[config.mk]
export PLATFORM = sky130hd
export DESIGN_NAME = vlp_parser
export DESIGN_NICKNAME = d
export VERILOG_FILES = /design/src/rtl/vlp_pkg.sv /design/src/rtl/vlp_opclass.sv /design/src/rtl/vlp_disp_sizer.sv /design/src/rtl/vlp_byte_lane.sv /design/src/rtl/vlp_parser.sv
export SDC_FILE = /design/constraint.sdc
export NUM_CORES = 1
export LEC_CHECK = 0
export BUFFER_PORTS_ARGS = -buffer_cell sky130_fd_sc_hd__buf_4
export CORE_MARGIN = 4
export CORE_UTILIZATION = 45
export DETAILED_ROUTE_END_ITERATION = 10
export PLACE_DENSITY = 0.74
export SLEW_MARGIN = 30
export SYNTH_ARGS = -nofsm -noshare
export SYNTH_HDL_FRONTEND = slang
export SYNTH_SLANG_ARGS = --single-unit
[constraint.sdc]
create_clock -name clk -period 2.9 [get_ports clk]
set_input_delay 0 -clock clk [delete_from_list [all_inputs] [get_ports clk]]
set_output_delay 0 -clock clk [all_outputs]
set_load 0.1 [all_outputs]
[src/rtl/vlp_pkg.sv]
`timescale 1ns/1ps
package vlp_pkg;

    localparam logic [7:0] PFX_OSZ = 8'h66;

    localparam logic [1:0] WID_8  = 2'd0;
    localparam logic [1:0] WID_16 = 2'd1;
    localparam logic [1:0] WID_32 = 2'd2;

    typedef enum logic [2:0] {
        PH_OPC,
        PH_MODRM,
        PH_SIB,
        PH_DISP,
        PH_IMM
    } phase_e;

    typedef enum logic [1:0] {
        OC_BAD,
        OC_MUL,
        OC_MOVI,
        OC_ALU
    } opclass_e;

    typedef struct packed {
        logic        err;
        logic [7:0]  opcode;
        logic [1:0]  width;
        logic        has_modrm;
        logic [1:0]  mod;
        logic [2:0]  reg_f;
        logic [2:0]  rm;
        logic        has_sib;
        logic [1:0]  scale;
        logic [2:0]  index;
        logic [2:0]  base;
        logic [31:0] disp;
        logic [31:0] imm;
        logic [2:0]  dst;
        logic        dst_mem;
    } rec_t;

endpackage

[src/rtl/vlp_opclass.sv]
`timescale 1ns/1ps
module vlp_opclass
    import vlp_pkg::*;
(
    input  logic [7:0] opcode,
    input  logic       osz,
    output opclass_e   cls,
    output logic [2:0] imm_len,
    output logic [1:0] width,
    output logic       imm_sext
);
    logic [1:0] full_w;
    logic [2:0] full_len;

    always_comb begin
        full_w   = osz ? WID_16 : WID_32;
        full_len = osz ? 3'd2 : 3'd4;
        cls      = OC_BAD;
        imm_len  = 3'd0;
        width    = WID_8;
        imm_sext = 1'b0;
        if ((opcode & 8'hFD) == 8'h69) begin
            cls      = OC_MUL;
            width    = full_w;
            imm_len  = opcode[1] ? 3'd1 : full_len;
            imm_sext = opcode[1];
        end else if (opcode[7:4] == 4'hB) begin
            cls     = OC_MOVI;
            width   = opcode[3] ? full_w : WID_8;
            imm_len = opcode[3] ? full_len : 3'd1;
        end else if (opcode[7:6] == 2'b00 && !opcode[2]) begin
            cls     = OC_ALU;
            width   = opcode[0] ? full_w : WID_8;
            imm_len = 3'd0;
        end
    end
endmodule

[src/rtl/vlp_disp_sizer.sv]
`timescale 1ns/1ps
module vlp_disp_sizer (
    input  logic [1:0] mod,
    input  logic [2:0] low3,
    output logic [2:0] disp_len
);
    always_comb begin
        unique case (mod)
            2'b01:   disp_len = 3'd1;
            2'b10:   disp_len = 3'd4;
            2'b00:   disp_len = (low3 == 3'b101) ? 3'd4 : 3'd0;
            default: disp_len = 3'd0;
        endcase
    end
endmodule

[src/rtl/vlp_byte_lane.sv]
`timescale 1ns/1ps
module vlp_byte_lane #(
    parameter int BYTES = 4,
    localparam int IDX_W = (BYTES > 1) ? $clog2(BYTES) : 1
) (
    input  logic [8*BYTES-1:0] acc,
    input  logic [7:0]         byte_in,
    input  logic [IDX_W-1:0]   idx,
    output logic [8*BYTES-1:0] merged
);
    for (genvar g = 0; g < BYTES; g++) begin : g_lane
        assign merged[8*g +: 8] = (idx == IDX_W'(g)) ? byte_in : acc[8*g +: 8];
    end
endmodule

[src/rtl/vlp_parser.sv]
`timescale 1ns/1ps
module vlp_parser
    import vlp_pkg::*;
#(
    parameter int MAX_PREFIX = 4,
    localparam int PC_W  = $clog2(MAX_PREFIX + 1),
    localparam int LEN_W = $clog2(MAX_PREFIX + 12),
    localparam int WORD_BYTES = 4,
    localparam int IDX_W = $clog2(WORD_BYTES)
) (
    input  logic             clk,
    input  logic             rst_n,
    input  logic             in_valid,
    input  logic [7:0]       in_data,
    output logic             in_ready,
    output logic             out_valid,
    input  logic             out_ready,
    output logic             out_err,
    output logic [7:0]       out_opcode,
    output logic [1:0]       out_width,
    output logic [LEN_W-1:0] out_len,
    output logic             out_has_modrm,
    output logic [1:0]       out_mod,
    output logic [2:0]       out_reg,
    output logic [2:0]       out_rm,
    output logic             out_has_sib,
    output logic [1:0]       out_scale,
    output logic [2:0]       out_index,
    output logic [2:0]       out_base,
    output logic [31:0]      out_disp,
    output logic [31:0]      out_imm,
    output logic [2:0]       out_dst,
    output logic             out_dst_mem
);
    typedef struct packed {
        phase_e          phase;
        logic [PC_W-1:0] pfx_cnt;
        logic            osz;
        logic [7:0]      opcode;
        logic            has_modrm;
        logic [1:0]      mod;
        logic [2:0]      reg_f;
        logic [2:0]      rm;
        logic            has_sib;
        logic [1:0]      scale;
        logic [2:0]      index;
        logic [2:0]      base;
        logic [31:0]     disp;
        logic [2:0]      disp_len;
        logic [31:0]     imm;
        logic [IDX_W-1:0] idx;
        logic [LEN_W-1:0] len;
        rec_t            rec;
        logic [LEN_W-1:0] rec_len;
        logic            rec_valid;
    } st_t;

    st_t q, d;

    // opcode classification: the incoming byte in the opcode phase, the held one later
    logic [7:0] opc_src;
    opclass_e   cls;
    logic [2:0] imm_len;
    logic [1:0] cls_width;
    logic       imm_sext;

    assign opc_src = (q.phase == PH_OPC) ? in_data : q.opcode;

    vlp_opclass u_opclass (
        .opcode   (opc_src),
        .osz      (q.osz),
        .cls      (cls),
        .imm_len  (imm_len),
        .width    (cls_width),
        .imm_sext (imm_sext)
    );

    // displacement length from the addressing byte and from the base field
    logic [2:0] dl_modrm;
    logic [2:0] dl_sib;

    vlp_disp_sizer u_size_modrm (
        .mod      (in_data[7:6]),
        .low3     (in_data[2:0]),
        .disp_len (dl_modrm)
    );

    vlp_disp_sizer u_size_sib (
        .mod      (q.mod),
        .low3     (in_data[2:0]),
        .disp_len (dl_sib)
    );

    logic [31:0] disp_merged;
    logic [31:0] imm_merged;

    vlp_byte_lane #(.BYTES(WORD_BYTES)) u_lane_disp (
        .acc     (q.disp),
        .byte_in (in_data),
        .idx     (q.idx),
        .merged  (disp_merged)
    );

    vlp_byte_lane #(.BYTES(WORD_BYTES)) u_lane_imm (
        .acc     (q.imm),
        .byte_in (in_data),
        .idx     (q.idx),
        .merged  (imm_merged)
    );

    logic take;
    logic fin;
    logic bad;
    logic [2:0] idx_ext;

    assign in_ready = !q.rec_valid || out_ready;
    assign take     = in_valid && in_ready;
    assign idx_ext  = 3'(q.idx);

    always_comb begin
        d   = q;
        fin = 1'b0;
        bad = 1'b0;

        if (q.rec_valid && out_ready) begin
            d.rec_valid = 1'b0;
        end

        if (take) begin
            d.len = q.len + 1'b1;
            unique case (q.phase)
                PH_OPC: begin
                    if (in_data == PFX_OSZ && q.pfx_cnt < PC_W'(MAX_PREFIX)) begin
                        d.pfx_cnt = q.pfx_cnt + 1'b1;
                        d.osz     = 1'b1;
                    end else begin
                        d.opcode = in_data;
                        d.idx    = '0;
                        unique case (cls)
                            OC_BAD:  bad     = 1'b1;
                            OC_MOVI: d.phase = PH_IMM;
                            default: d.phase = PH_MODRM;
                        endcase
                    end
                end
                PH_MODRM: begin
                    d.has_modrm = 1'b1;
                    d.mod       = in_data[7:6];
                    d.reg_f     = in_data[5:3];
                    d.rm        = in_data[2:0];
                    if (in_data[7:6] != 2'b11 && in_data[2:0] == 3'b100) begin
                        d.phase = PH_SIB;
                    end else begin
                        d.disp_len = dl_modrm;
                        if (dl_modrm != 3'd0) begin
                            d.phase = PH_DISP;
                        end else if (imm_len != 3'd0) begin
                            d.phase = PH_IMM;
                        end else begin
                            fin = 1'b1;
                        end
                    end
                end
                PH_SIB: begin
                    d.has_sib  = 1'b1;
                    d.scale    = in_data[7:6];
                    d.index    = in_data[5:3];
                    d.base     = in_data[2:0];
                    d.disp_len = dl_sib;
                    if (dl_sib != 3'd0) begin
                        d.phase = PH_DISP;
                    end else if (imm_len != 3'd0) begin
                        d.phase = PH_IMM;
                    end else begin
                        fin = 1'b1;
                    end
                end
                PH_DISP: begin
                    d.disp = disp_merged;
                    d.idx  = q.idx + 1'b1;
                    if (idx_ext == q.disp_len - 3'd1) begin
                        d.idx = '0;
                        if (imm_len != 3'd0) begin
                            d.phase = PH_IMM;
                        end else begin
                            fin = 1'b1;
                        end
                    end
                end
                PH_IMM: begin
                    d.imm = imm_merged;
                    d.idx = q.idx + 1'b1;
                    if (idx_ext == imm_len - 3'd1) begin
                        fin = 1'b1;
                    end
                end
                default: d.phase = PH_OPC;
            endcase
        end

        if (fin || bad) begin
            d.rec_valid = 1'b1;
            d.rec_len   = d.len;
            d.rec       = '0;
            d.rec.opcode = d.opcode;
            if (bad) begin
                d.rec.err = 1'b1;
            end else begin
                d.rec.width     = cls_width;
                d.rec.has_modrm = d.has_modrm;
                d.rec.mod       = d.mod;
                d.rec.reg_f     = d.reg_f;
                d.rec.rm        = d.rm;
                d.rec.has_sib   = d.has_sib;
                d.rec.scale     = d.scale;
                d.rec.index     = d.index;
                d.rec.base      = d.base;
                d.rec.disp      = (d.disp_len == 3'd1) ? {{24{d.disp[7]}}, d.disp[7:0]} : d.disp;
                d.rec.imm       = imm_sext ? {{24{d.imm[7]}}, d.imm[7:0]} : d.imm;
                unique case (cls)
                    OC_MOVI: d.rec.dst = d.opcode[2:0];
                    OC_ALU:  d.rec.dst = d.opcode[1] ? d.reg_f : d.rm;
                    default: d.rec.dst = d.reg_f;
                endcase
                d.rec.dst_mem = (cls == OC_ALU) && !d.opcode[1] && (d.mod != 2'b11);
            end
            // working fields return to the idle instruction state
            d.phase     = PH_OPC;
            d.pfx_cnt   = '0;
            d.osz       = 1'b0;
            d.opcode    = '0;
            d.has_modrm = 1'b0;
            d.mod       = '0;
            d.reg_f     = '0;
            d.rm        = '0;
            d.has_sib   = 1'b0;
            d.scale     = '0;
            d.index     = '0;
            d.base      = '0;
            d.disp      = '0;
            d.disp_len  = '0;
            d.imm       = '0;
            d.idx       = '0;
            d.len       = '0;
        end
    end

    always_ff @(posedge clk or negedge rst_n) begin
        if (!rst_n) begin
            q <= '0;
        end else begin
            q <= d;
        end
    end

    assign out_valid     = q.rec_valid;
    assign out_err       = q.rec.err;
    assign out_opcode    = q.rec.opcode;
    assign out_width     = q.rec.width;
    assign out_len       = q.rec_len;
    assign out_has_modrm = q.rec.has_modrm;
    assign out_mod       = q.rec.mod;
    assign out_reg       = q.rec.reg_f;
    assign out_rm        = q.rec.rm;
    assign out_has_sib   = q.rec.has_sib;
    assign out_scale     = q.rec.scale;
    assign out_index     = q.rec.index;
    assign out_base      = q.rec.base;
    assign out_disp      = q.rec.disp;
    assign out_imm       = q.rec.imm;
    assign out_dst       = q.rec.dst;
    assign out_dst_mem   = q.rec.dst_mem;
endmodule

Yosys cells after proc, flatten, opt, wreduce, memory -nomap -nowiden
Cells that the tools add are included.
{"block": "word_totals", "ff_bits": 208, "in_bits": 12, "word_cells": 164}
{"block": "classes", "addsub": 5, "magnitude_cmp": 1, "n_eq_ne": 27, "muxes": 68, "n_reduce_logical": 29}
{"op": "$mux 208", "n": 1}
{"op": "$mux 32", "n": 4}
{"op": "$mux 106", "n": 1}
{"op": "$mux 88", "n": 1}
{"op": "$mux 8", "n": 10}
{"op": "$mux 3", "n": 14}
{"op": "$mux 2", "n": 11}
{"op": "$mux 9", "n": 2}
{"op": "$pmux 3 s2", "n": 3}
{"op": "$pmux 3 s3", "n": 2}
{"op": "$pmux 3 s5", "n": 1}
{"op": "$mux 1", "n": 14}
{"op": "$eq 2x2->1 const B", "n": 6}
{"op": "$mux 12", "n": 1}
{"op": "$logic_not 2->1", "n": 5}
{"op": "$eq 3x3->1 const B", "n": 3}
{"op": "$reduce_bool 3->1", "n": 3}
{"op": "$eq 8x7->1 const B", "n": 1}
{"op": "$reduce_bool 2->1", "n": 4}
{"op": "$eq 7x6->1 const B", "n": 1}
{"op": "$logic_and 1x1->1", "n": 7}
{"op": "$eq 2x1->1 const B", "n": 3}
{"op": "$eq 2x3->1", "n": 2}
{"op": "$eq 3x1->1 const B", "n": 2}
{"op": "19 further kinds", "n": 28}

Longest topological paths before layout
Gate-level depths: netlist of the first run.
{"block": "depth", "ltp_word": 17, "ltp_mapped": 14, "mapped_depth_nobuf": 11}

Modules after synthesis
A second synthesis of the first run with hierarchy kept.
{"block": "hier_totals", "cells_unflattened": 1064, "hier_area_um2": 10819.1}
{"mod": "vlp_parser", "n_inst": 1, "cells_each": 957, "area_each_um2": 9721.8, "seq_area_each_um2": 5205.0}
{"mod": "vlp_byte_lane", "n_inst": 2, "cells_each": 38, "area_each_um2": 440.4, "seq_area_each_um2": 0.0}
{"mod": "vlp_opclass", "n_inst": 1, "cells_each": 19, "area_each_um2": 148.9, "seq_area_each_um2": 0.0}
{"mod": "vlp_disp_sizer", "n_inst": 2, "cells_each": 6, "area_each_um2": 33.8, "seq_area_each_um2": 0.0}

Worst setup path after synthesis of the first run
Ideal clock, no wire load.
{"block": "synth_timing", "kind": "register to register", "start": "reg q (netlist bit out_valid)", "end": "reg q (netlist bit out_disp[12])", "setup_time_ns": 0.131, "arrival_ns": 3.832, "required_ns": 2.769, "slack_ns": -1.063, "path_stages_with_launch": 12, "period_less_slack_ns": 3.963, "cell_sequence": "dfrtp_1 nand2b_1 clkbuf_1 and2_1 clkbuf_1 nand3_1 mux2i_1 and4b_1 clkbuf_1 clkbuf_1 a21o_1 mux2i_1"}
{"block": "synth_via", "elab_chain_cells": 7}
{"item": "start, declared", "line": "vlp_parser.sv:58", "rtl": "st_t q, d;"}
{"item": "start signal, assigned", "line": "vlp_parser.sv:250", "rtl": "q <= '0;"}
{"item": "start signal, assigned", "line": "vlp_parser.sv:252", "rtl": "q <= d;"}
{"item": "$logic_not 1->1 (*)", "line": "vlp_parser.sv:116", "rtl": "assign in_ready = !q.rec_valid || out_ready;"}
{"item": "$logic_or 1x1->1 (*)", "line": "vlp_parser.sv:116"}
{"item": "named net in_ready", "line": "vlp_parser.sv:15", "rtl": "output logic in_ready,"}
{"item": "$logic_and 1x1->1 (*)", "line": "vlp_parser.sv:117", "rtl": "assign take = in_valid && in_ready;"}
{"item": "$mux 106", "line": "vlp_parser.sv:129", "rtl": "if (take) begin"}
{"item": "$eq 3x1->1", "line": "vlp_parser.sv:218", "rtl": "d.rec.disp = (d.disp_len == 3'd1) ? {{24{d.disp[7]}}, d.disp[7:0]} : d.disp;"}
{"item": "$mux 32", "line": "vlp_parser.sv:218"}
{"item": "$mux 88", "line": "vlp_parser.sv:206", "rtl": "if (bad) begin"}
The timed path passes the listed nets; every way through them passes the cells marked *. The select of a mux whose other input is x is not followed.
A chain may end at the register's enable or synchronous reset.

==> out/metrics.yaml, run 1 <==
p_per_area_mw_per_mm2: 867
wl_microns: 25800
synth_ff_type: "dfrtp_1"
hold_class: "input port to asynchronous set/reset pin"
synth_common_cells: "dfrtp_1, mux2i_1, nor2_1, nand2_1, buf_4"
dieArea_sq_mm: 0.0260
leakagePower_uw: 0.00634
stdcell_area_sq_mm: 0.0128
dieWidth_microns: 161
coreArea_sq_mm: 0.0228
gp_congestion: 0.912
root_buffer: "clkbuf_16"
slew_headroom: 0.438
drive_gt1_frac: 0.323
start_kind: "flop"
ir_drop_uv: 448
fin_skew_ns: 0.0145
track_usage: 0.191
synthCells: 1001
cp.required_ns: 3.34
final.min_clock_period_ns: 3.18
vias: 7359
finalHoldViolations: 0
first_pass_iters: 5
multi_input_area_sq_mm: 0.00464
synth_top_area_frac: 0.492
ys_ff_latch: 208
cp.arrival_ns: 3.61
status: "finished, violations left"
start_util: 0.463
yosysTopAreaCell: "dfrtp_1"
ios: 115
vias_per_cell: 5.30
clockBufferDepth: 3
overflow: 0
postLayoutCoreUtil: 0.562
cts_buffers: 23
setup_violations: 207
antenna_left: 0
numClockSinks: 208
rsz0062_at_grt: "true"
synthesis.area_sq_mm: 0.0106
failed_checks: "setup timing"
io_buffers: 114
worstSetupPathType: "flop to flop"
fin_crit_sh: 1.10
dp_hpwl_microns: 16400
route.detailed.wl_per_inst_microns: 18.6
yosysSeqAreaShare: 0.492
critPathMaxFanout: 7
cts.clk_slew.worst_paths_ns: 0.06
fmax_ghz: 0.315
seqCellArea_sq_mm: 0.00521
grt_max_degree: 94
syn_to_final_growth_pct: 21.4
largest_register_ffs: 104
drt_iter0_markers: 530
clkLatencyLatePin_ns: 0.52
r2r-start: "q[207]"
final_nets: 1082
nFillCells: 1976
drv_cap: 0
synth.area.top_cells: "dfrtp_1, mux2i_1, buf_4, nor2_1, nand2_1"
yosysMostFrequentCell: "dfrtp_1"
setup_ws_ns: -0.276
regMostFlops: "q"
die_y_microns: 161
synth_fp_nets: 1021
design_power_total_uw: 11100
synth.avg_cell_area_sq_um: 10.6
synthArstFlopShare: 1.00
cts.htree.levels: 1
placed_area_sq_mm: 0.0115
startpoint: "q[207]"
ys_warn_count: 0
drc: 0
grt_first_pass_wirelength_microns: 40500
drv_slew: 0
tightest_slew_ns: 0.838
cp-end-kind: "flop"
cts_tree: "done"
diodes: 0
num_rows: 55
ys_types: 60
synth-edff-count: 0
antenna_found_initial: 0
grt_pass1_vias: 7384
[final cells by class]
cell class	instances	share of cell area
sequential	208	0.406
multi-input combinational	610	0.362
inverter	20	0.00585
clock inverter	6	0.00673
clock buffer	32	0.0490
tap	313	0.0305
timing repair buffer	199	0.141
[placed cells by master, fill, tap and decap left out, types with 20 or more instances in the layout]
cell	Yosys	final
a21o_1	26	26
buf_4	98	169
nor2_2	0	55
mux2_2	26	26
mux2i_1	192	190
nor2_1	114	43
dfrtp_1	208	207
nand2_1	111	111
clkbuf_16	0	27
inv_1	20	20
[worst max-delay path, stage by stage, from the launching register on]
cell	delay, ns
dfrtp_1	0.41
buf_4	0.17
nor3_2	0.33
mux2i_1	0.30
o21ai_0	0.13
and2_1	0.18
ha_1	0.30
and3_1	0.17
o211a_1	0.14
nor3_4	0.29
o21ai_4	0.09
buf_12	0.18
buf_8	0.14
clkbuf_16	0.16
nor2_2	0.10
[where the power goes]
part           internal, uW  switching, uW  total [uW]
logic                  1700           3020        4720
registers              3330            246        3570
clock network          1680           1150        2830
total                  6710           4420       11100
[what timing repair did]
item / in CTS / in global routing
setup buffers: 6 / 5
gates resized for setup: 20 / 87
hold buffers: 3 / 0
hold endpoints to repair: 140 / 0
gates cloned: 1 / 5
endpoints found under the setup margin: 202 / 208
pin swaps: 7 / 8
[kinds of logic (layout without fill, tap and decap cells)]
| group | after synthesis | in the layout | share of synthesized area |
|---|---|---|---|
| AND/OR/NAND/NOR | 298 | 298 | 0.126 |
| multiplexers | 218 | 218 | 0.209 |
| flip-flops | 208 | 208 | 0.492 |
| buffers and inverters | 183 | 257 | 0.104 |
| AO/OA/AOI/OAI | 80 | 80 | 0.0540 |
| adder cells (fa/ha/maj) | 8 | 8 | 0.00947 |
| XOR/XNOR | 6 | 6 | 0.00497 |
[layer usage]
| layer | global-route usage | vias up | share of wire |
|---|---|---|---|
| met3 | 0.0373 | 44 | 0.057 |
| met5 | 0 | - | 0 |
| met4 | 0.0454 | 0 | 0.019 |
| li1 | - | 3409 | - |
| met2 | 0.314 | 218 | 0.48 |
| met1 | 0.265 | 3688 | 0.45 |
[through the flow]
| step | std cells | hold slack (ns) | setup slack (ns) | TNS, ns |
|---|---|---|---|---|
| floorplan | 1001 | -0.296 | -0.0248 | -0.191 |
| global placement | 1331 | 0.0107 | -0.0717 | -4.88 |
| detailed placement | 1331 | 0.0143 | -0.160 | -20.20 |
| CTS | 1379 | 0.0346 | -0.165 | -24.41 |
| global route | 1388 | 0.0818 | -0.384 | -63.84 |
| finish | 1388 | 0.0266 | -0.276 | -40.11 |
[path summary, 6_finish.rpt]
| kind | end | slack [ns] | depth (start not counted) |
|---|---|---|---|
| worst max-delay path | q[166] | -0.28 | 14 |
| worst min-delay path | out_disp[2] | 0.03 | 2 |
| worst max register to register | q[166] | -0.28 | 14 |
| worst min register to register | q[183] | 0.49 | 2 |
| max in group asynchronous | out_imm[14] | 1.96 | 3 |
| min in group clk | q[128] | 0.11 | 4 |
(Power assumes the default switching activity.)
==> inputs of run 2 (changes only) <==
--- a/config.mk
+++ b/config.mk
@@ -8,6 +8,7 @@
 export BUFFER_PORTS_ARGS = -buffer_cell sky130_fd_sc_hd__buf_4
 export CORE_MARGIN = 4
 export CORE_UTILIZATION = 45
+export CTS_BUF_LIST = sky130_fd_sc_hd__clkbuf_4 sky130_fd_sc_hd__clkbuf_8 sky130_fd_sc_hd__clkbuf_16
 export DETAILED_ROUTE_END_ITERATION = 10
 export PLACE_DENSITY = 0.74
 export SLEW_MARGIN = 30
==> run 2 against run 1 <==
  * The flow still finishes with violations (setup timing)
  * First-iteration DRC count is 3.4% higher
  * Clock skew up 0.0033 ns
  * Register-to-register slack improved by 0.04 ns
  * Critical endpoint unchanged
==> out/metrics.yaml, run 2 (synthesis gave the netlist of run 1 again) <==
grt_first_pass_wirelength_microns: 40300
final_cell_mix: "dfrtp_1, mux2i_1, buf_4"
cp.required_ns: 3.33
final_common_cell: "dfrtp_1"
dp_cells: 1331
cp.arrival_ns: 3.57
status: "finished, violations left"
largest_register_ffs: 104
ir_drop_uv: 429
drv_slew: 0
antenna_left: 0
rsz0062_at_grt: "true"
drt_iter0_markers: 548
vias_per_cell: 5.31
grt_max_degree: 94
worstSetupPathType: "flop to flop"
drv_cap: 0
critPathMaxFanout: 6
final_nets: 1078
dieWidth_microns: 161
clkLatencyLatePin_ns: 0.52
critPathBufInv: 3
cts.htree.levels: 1
start_kind: "flop"
io_buffers: 114
wl_microns: 25400
tightest_slew_ns: 0.805
reg2reg_depth: 13
cp-end-kind: "flop"
crit_path_cell_trace: "buf_4 > nor3_2 > mux2i_1 > o21ai_0 > and2_1 > ha_1 > and3_1 > o211a_1 > nor3_4 > o21ai_4 > buf_6 > clkbuf_16 > nor2_1"
hold_class: "input port to asynchronous set/reset pin"
antenna_found_initial: 0
r2r_end: "q[166]"
setup_ws_ns: -0.236
first_pass_iters: 5
failed_checks: "setup timing"
setup_tns_ns: -31.36
grt_pass1_vias: 7364
vias: 7344
nFillCells: 2008
finalHoldViolations: 0
numClockSinks: 208
r2r-start: "q[207]"
ios: 115
leakagePower_uw: 0.00631
dp_hpwl_microns: 16400
cp_slowest_cell: "dfrtp_1"
dieArea_sq_mm: 0.0260
route.detailed.wl_per_inst_microns: 18.3
fin_skew_ns: 0.0178
r2r_slack_ns: -0.24
cpPeakStageDelay_ns: 0.42
setup_violations: 207
root_buffer: "clkbuf_16"
cts_buffers: 23
p_per_area_mw_per_mm2: 864
drive_gt1_frac: 0.290
gp_congestion: 0.912
overflow: 0
num_rows: 55
diodes: 0
track_usage: 0.190
coreArea_sq_mm: 0.0228
dp_slack_ns: -0.160
final.min_clock_period_ns: 3.14
design_power_total_uw: 10900
cts.clk_slew.worst_paths_ns: 0.06
clockBufferDepth: 3
layout.cells.non_filler: 1384
fmax_ghz: 0.319
syn_to_final_growth_pct: 19.6
fin_crit_sh: 1.08
die_y_microns: 161
regMostFlops: "q"
slew_headroom: 0.460
cts_tree: "done"
postLayoutCoreUtil: 0.553
drc: 0
start_util: 0.463
path_delay_family: "simple AND/OR/NAND/NOR gates"
-- run 2: changes by cell type in the layout (fill, tap and decap cells not counted), moves of 4 or more --
| cell | before | now |
|---|---|---|
| clkbuf_4 | 0 | 7 |
| buf_12 | 14 | 10 |
| nor2_2 | 55 | 16 |
| nor2_1 | 43 | 82 |
| clkbuf_1 | 7 | 0 |
-- run 2: worst register-to-register path, delay by kind of cell (launching register included) --
kind,cells,cell delay (ns)
AOI/OAI and AO/OA,3,0.45
muxes,1,0.29
DFF,1,0.42
adders and majority gates,1,0.31
buffers and inverters,3,0.54
and+or+nand+nor,5,1.04
-- run 2: stage by stage --
stage	area [sq um]	hold WS, ns
2_1_floorplan	10700	-0.296
3_3_place_gp	11500	0.0107
3_5_place_dp	11500	0.0143
4_1_cts	12400	0.0344
5_1_grt	12600	0.0813
6_report	12600	0.0259
-- run 2: report_power, final --
group          internal [uW]  switching, uW
combinational           1550           2900
sequential              3330            245
clock                   1750           1140
total                   6630           4290
-- run 2: worst max path at each step --
stage	startpoint	endpoint	slack, ns	cells after the start
6_report	q[207]	q[166]	-0.24	13
5_1_grt	q[207]	q[166]	-0.35	13
3_3_place_gp	q[207]	q[136]	-0.07	14
4_1_cts	q[207]	q[151]	-0.16	13
2_1_floorplan	q[207]	out_dst[1]	-0.02	13
3_5_place_dp	q[207]	q[151]	-0.16	13
-- run 2: layout make-up --
cell class	instances	area, sq um	area share
clock buffers	32	656	0.0519
clock inverters	6	86.3	0.00683
inverters	20	75.1	0.00594
multi-input cells	610	4540	0.359
flip-flops and latches	208	5210	0.412
well taps	313	392	0.0310
repair buffers	195	1690	0.134
-- run 2: metal layers --
layer | vias to the layer above | part of all wire | track usage
met4 | 0 | 0.019 | 0.0492
met3 | 47 | 0.061 | 0.0365
li1 | 3404 | - | -
met1 | 3667 | 0.44 | 0.264
met5 | - | 0 | 0
met2 | 226 | 0.48 | 0.309
-- run 2: repair_timing --
action	CTS	global route
resized for setup	29	30
endpoints found under the setup margin	202	208
pin swaps	18	20
cloned	0	4
setup buffers	5	3
hold endpoints to repair	139	0
hold buffers	3	0
==> inputs of run 3 (changes only) <==
--- a/config.mk
+++ b/config.mk
@@ -10,8 +10,9 @@
 export CORE_UTILIZATION = 45
 export CTS_BUF_LIST = sky130_fd_sc_hd__clkbuf_4 sky130_fd_sc_hd__clkbuf_8 sky130_fd_sc_hd__clkbuf_16
 export DETAILED_ROUTE_END_ITERATION = 10
-export PLACE_DENSITY = 0.74
+export PLACE_DENSITY = 0.72
 export SLEW_MARGIN = 30
 export SYNTH_ARGS = -nofsm -noshare
 export SYNTH_HDL_FRONTEND = slang
+export SYNTH_HIERARCHICAL = 1
 export SYNTH_SLANG_ARGS = --single-unit
==> constraint.sdc (replaced) <==
create_clock -name clk -period 3.1 [get_ports clk]
set_input_delay 0 -clock clk [delete_from_list [all_inputs] [get_ports clk]]
set_output_delay 0 -clock clk [all_outputs]
set_load 0.1 [all_outputs]
==> run 3 against run 2 <==
  * Maximum frequency down 12%
  * Critical path type unchanged
  * The flow still finishes with violations (setup timing)
  * Hold slack worse by 0.0099 ns
  * Die area up 2.2%
  * Highest routed layer unchanged
  * Critical path depth up 3
  * Final cell count up 6.6%
  * Clock skew down 0.0053 ns
  * Sequential power up 14%
  * Worst setup slack worse by 0.22 ns
==> out/metrics.yaml, run 3 <==
status: "finished, violations left"
failed_checks: "setup timing"
synth.avg_cell_area_sq_um: 10.2
seqCellArea_sq_mm: 0.00520
worstSetupPathType: "flop to flop"
cts.clk_slew.worst_paths_ns: 0.07
r2r_end: "q[206]"
min_to: "q[192]"
fin_skew_ns: 0.0125
first_pass_iters: 5
tightest_slew_ns: 0.764
dieArea_sq_mm: 0.0266
r2r-start: "q[206]"
cts_buffers: 22
ios: 115
drv_cap: 0
whs_ns: 0.0159
setup_ws_ns: -0.460
fin_crit_sh: 1.15
synth_fp_nets: 1081
synth_common_cells: "dfrtp_1, nand2_1, nor2_1, buf_4, mux2i_1"
antenna_found_initial: 0
multi_input_area_sq_mm: 0.00506
drc: 0
diodes: 0
synth_xor_area_frac: 0.00810
critPathMaxFanout: 7
vias_per_cell: 5.44
wl_microns: 28200
yosysMostFrequentCell: "dfrtp_1"
synthesis.area_sq_mm: 0.0108
cts_tree: "done"
setup_tns_ns: -81.44
route.detailed.wl_per_inst_microns: 19.1
gp_congestion: 0.853
min_from: "in_valid"
drt_iter0_markers: 511
start_util: 0.460
slew_headroom: 0.491
synth_top_family_by_area: "multiplexers"
synth_mux_area_frac: 0.164
start_kind: "flop"
yosys.area_share.simple: 0.146
synth_compound_gate_area_share: 0.0917
final_nets: 1158
leakagePower_uw: 0.00656
design_power_total_uw: 15100
overflow: 0
num_rows: 56
die_y_microns: 163
dieWidth_microns: 163
yosysSeqAreaShare: 0.481
vias: 8018
root_buffer: "clkbuf_16"
cp.required_ns: 3.49
cp.arrival_ns: 3.95
synthAdderAreaFrac: 0.00578
grt_first_pass_wirelength_microns: 42900
synth_top_area_frac: 0.481
track_usage: 0.198
r2r_slack_ns: -0.46
placed_area_sq_mm: 0.0117
synth.area.top_cells: "dfrtp_1, mux2i_1, buf_4, mux2_2, nand2_1"
grt_pass1_vias: 7988
yosysTopAreaCell: "dfrtp_1"
io_buffers: 114
drive_gt1_frac: 0.390
regMostFlops: "q"
synthCells: 1064
largest_register_ffs: 104
hold_class: "input port to flop"
ys_ff_latch: 208
dp_hpwl_microns: 16900
numClockSinks: 208
hold_depth: 4
final_cell_mix: "dfrtp_1, buf_4, nor2_1"
stdcell_area_sq_mm: 0.0135
reg2reg_depth: 16
coreArea_sq_mm: 0.0235
cts.htree.levels: 1
ir_drop_uv: 862
final_common_cell: "dfrtp_1"
dp_cells: 1396
rsz0062_at_grt: "true"
synth_ff_type: "dfrtp_1"
nFillCells: 1973
ys_types: 64
fmax_ghz: 0.281
drv_slew: 0
setup_violations: 208
clockBufferDepth: 3
final.min_clock_period_ns: 3.56
ys_warn_count: 6
antenna_left: 0
clkLatencyLatePin_ns: 0.51
finalHoldViolations: 0
synth-edff-count: 0
grt_max_degree: 92
layout.cells.non_filler: 1475
syn_to_final_growth_pct: 25.2
cp-end-kind: "flop"
p_per_area_mw_per_mm2: 1120
synthArstFlopShare: 1.00
-- run 3: critical path, stage by stage, from the launching register on --
cell and delay, ns:
dfrtp_1 0.42, nor3_4 0.21, buf_6 0.16, mux2_4 0.31, or4b_4 0.54, o2bb2a_4 0.24, nor2b_2 0.11, inv_2 0.06
ha_4 0.25, xor2_1 0.14, nand4_1 0.12, buf_6 0.16, buf_6 0.11, o211ai_4 0.13, buf_12 0.18, nor3_2 0.04
mux2_4 0.25
-- run 3: layout make-up --
cell class | instances | share of cell area
Sequential cell | 208 | 0.384
Clock inverter | 6 | 0.00619
Tap cell | 319 | 0.0295
Timing Repair Buffer | 209 | 0.153
Inverter | 12 | 0.00333
Clock buffer | 33 | 0.0499
Multi-Input combinational cell | 688 | 0.374
-- run 3: kinds of logic (layout without fill, tap and decap cells) --
family                     Yosys count  count (layout)
AOI/OAI and AO/OA                  158             159
xor gates and xnor gates            10              10
adders and majority gates            5               5
buffers and inverters              169             260
DFF                                208             208
muxes                              162             162
other                                2               2
and+or+nand+nor                    350             350
-- run 3: worst max path at each step --
| stage | endpoint | slack, ns | start |
|---|---|---|---|
| 3_5_place_dp | out_disp[10] | -0.50 | q[205] |
| 6_report | q[206] | -0.46 | q[206] |
| 5_1_grt | q[206] | -0.56 | q[206] |
| 3_3_place_gp | q[207] | -0.43 | q[205] |
| 4_1_cts | q[206] | -0.36 | q[206] |
| 2_1_floorplan | out_disp[8] | -0.57 | q[206] |
-- run 3: what timing repair did --
item                                   CTS  global route
buffers inserted                        13             8
setup endpoints to repair              208           208
cloned                                   2            16
resized for setup                       23           140
pin swaps                                9            21
endpoints found under the hold margin   90             0
hold buffers                             3             0
-- run 3: per-layer routing --
metal	track usage	vias to the layer above	routed length, microns
met2	0.326	240	13500
met5	0	-	0
met3	0.0341	72	1610
li1	-	3715	-
met4	0.0621	0	884
met1	0.269	3991	12200
-- run 3: per-stage QoR --
stage                     setup slack (ns)   util
after detailed placement            -0.502  0.496
after CTS                           -0.363  0.540
after floorplan                     -0.568      -
final                               -0.460  0.575
after global routing                -0.561  0.575
after global placement              -0.427  0.496
-- run 3: report_power, final --
group	leakage [uW]	switching [uW]	internal, uW	total (uW)
clock	0.000384	1090	1670	2770
sequential	0.00275	540	3530	4070
combinational	0.00342	5430	2840	8280
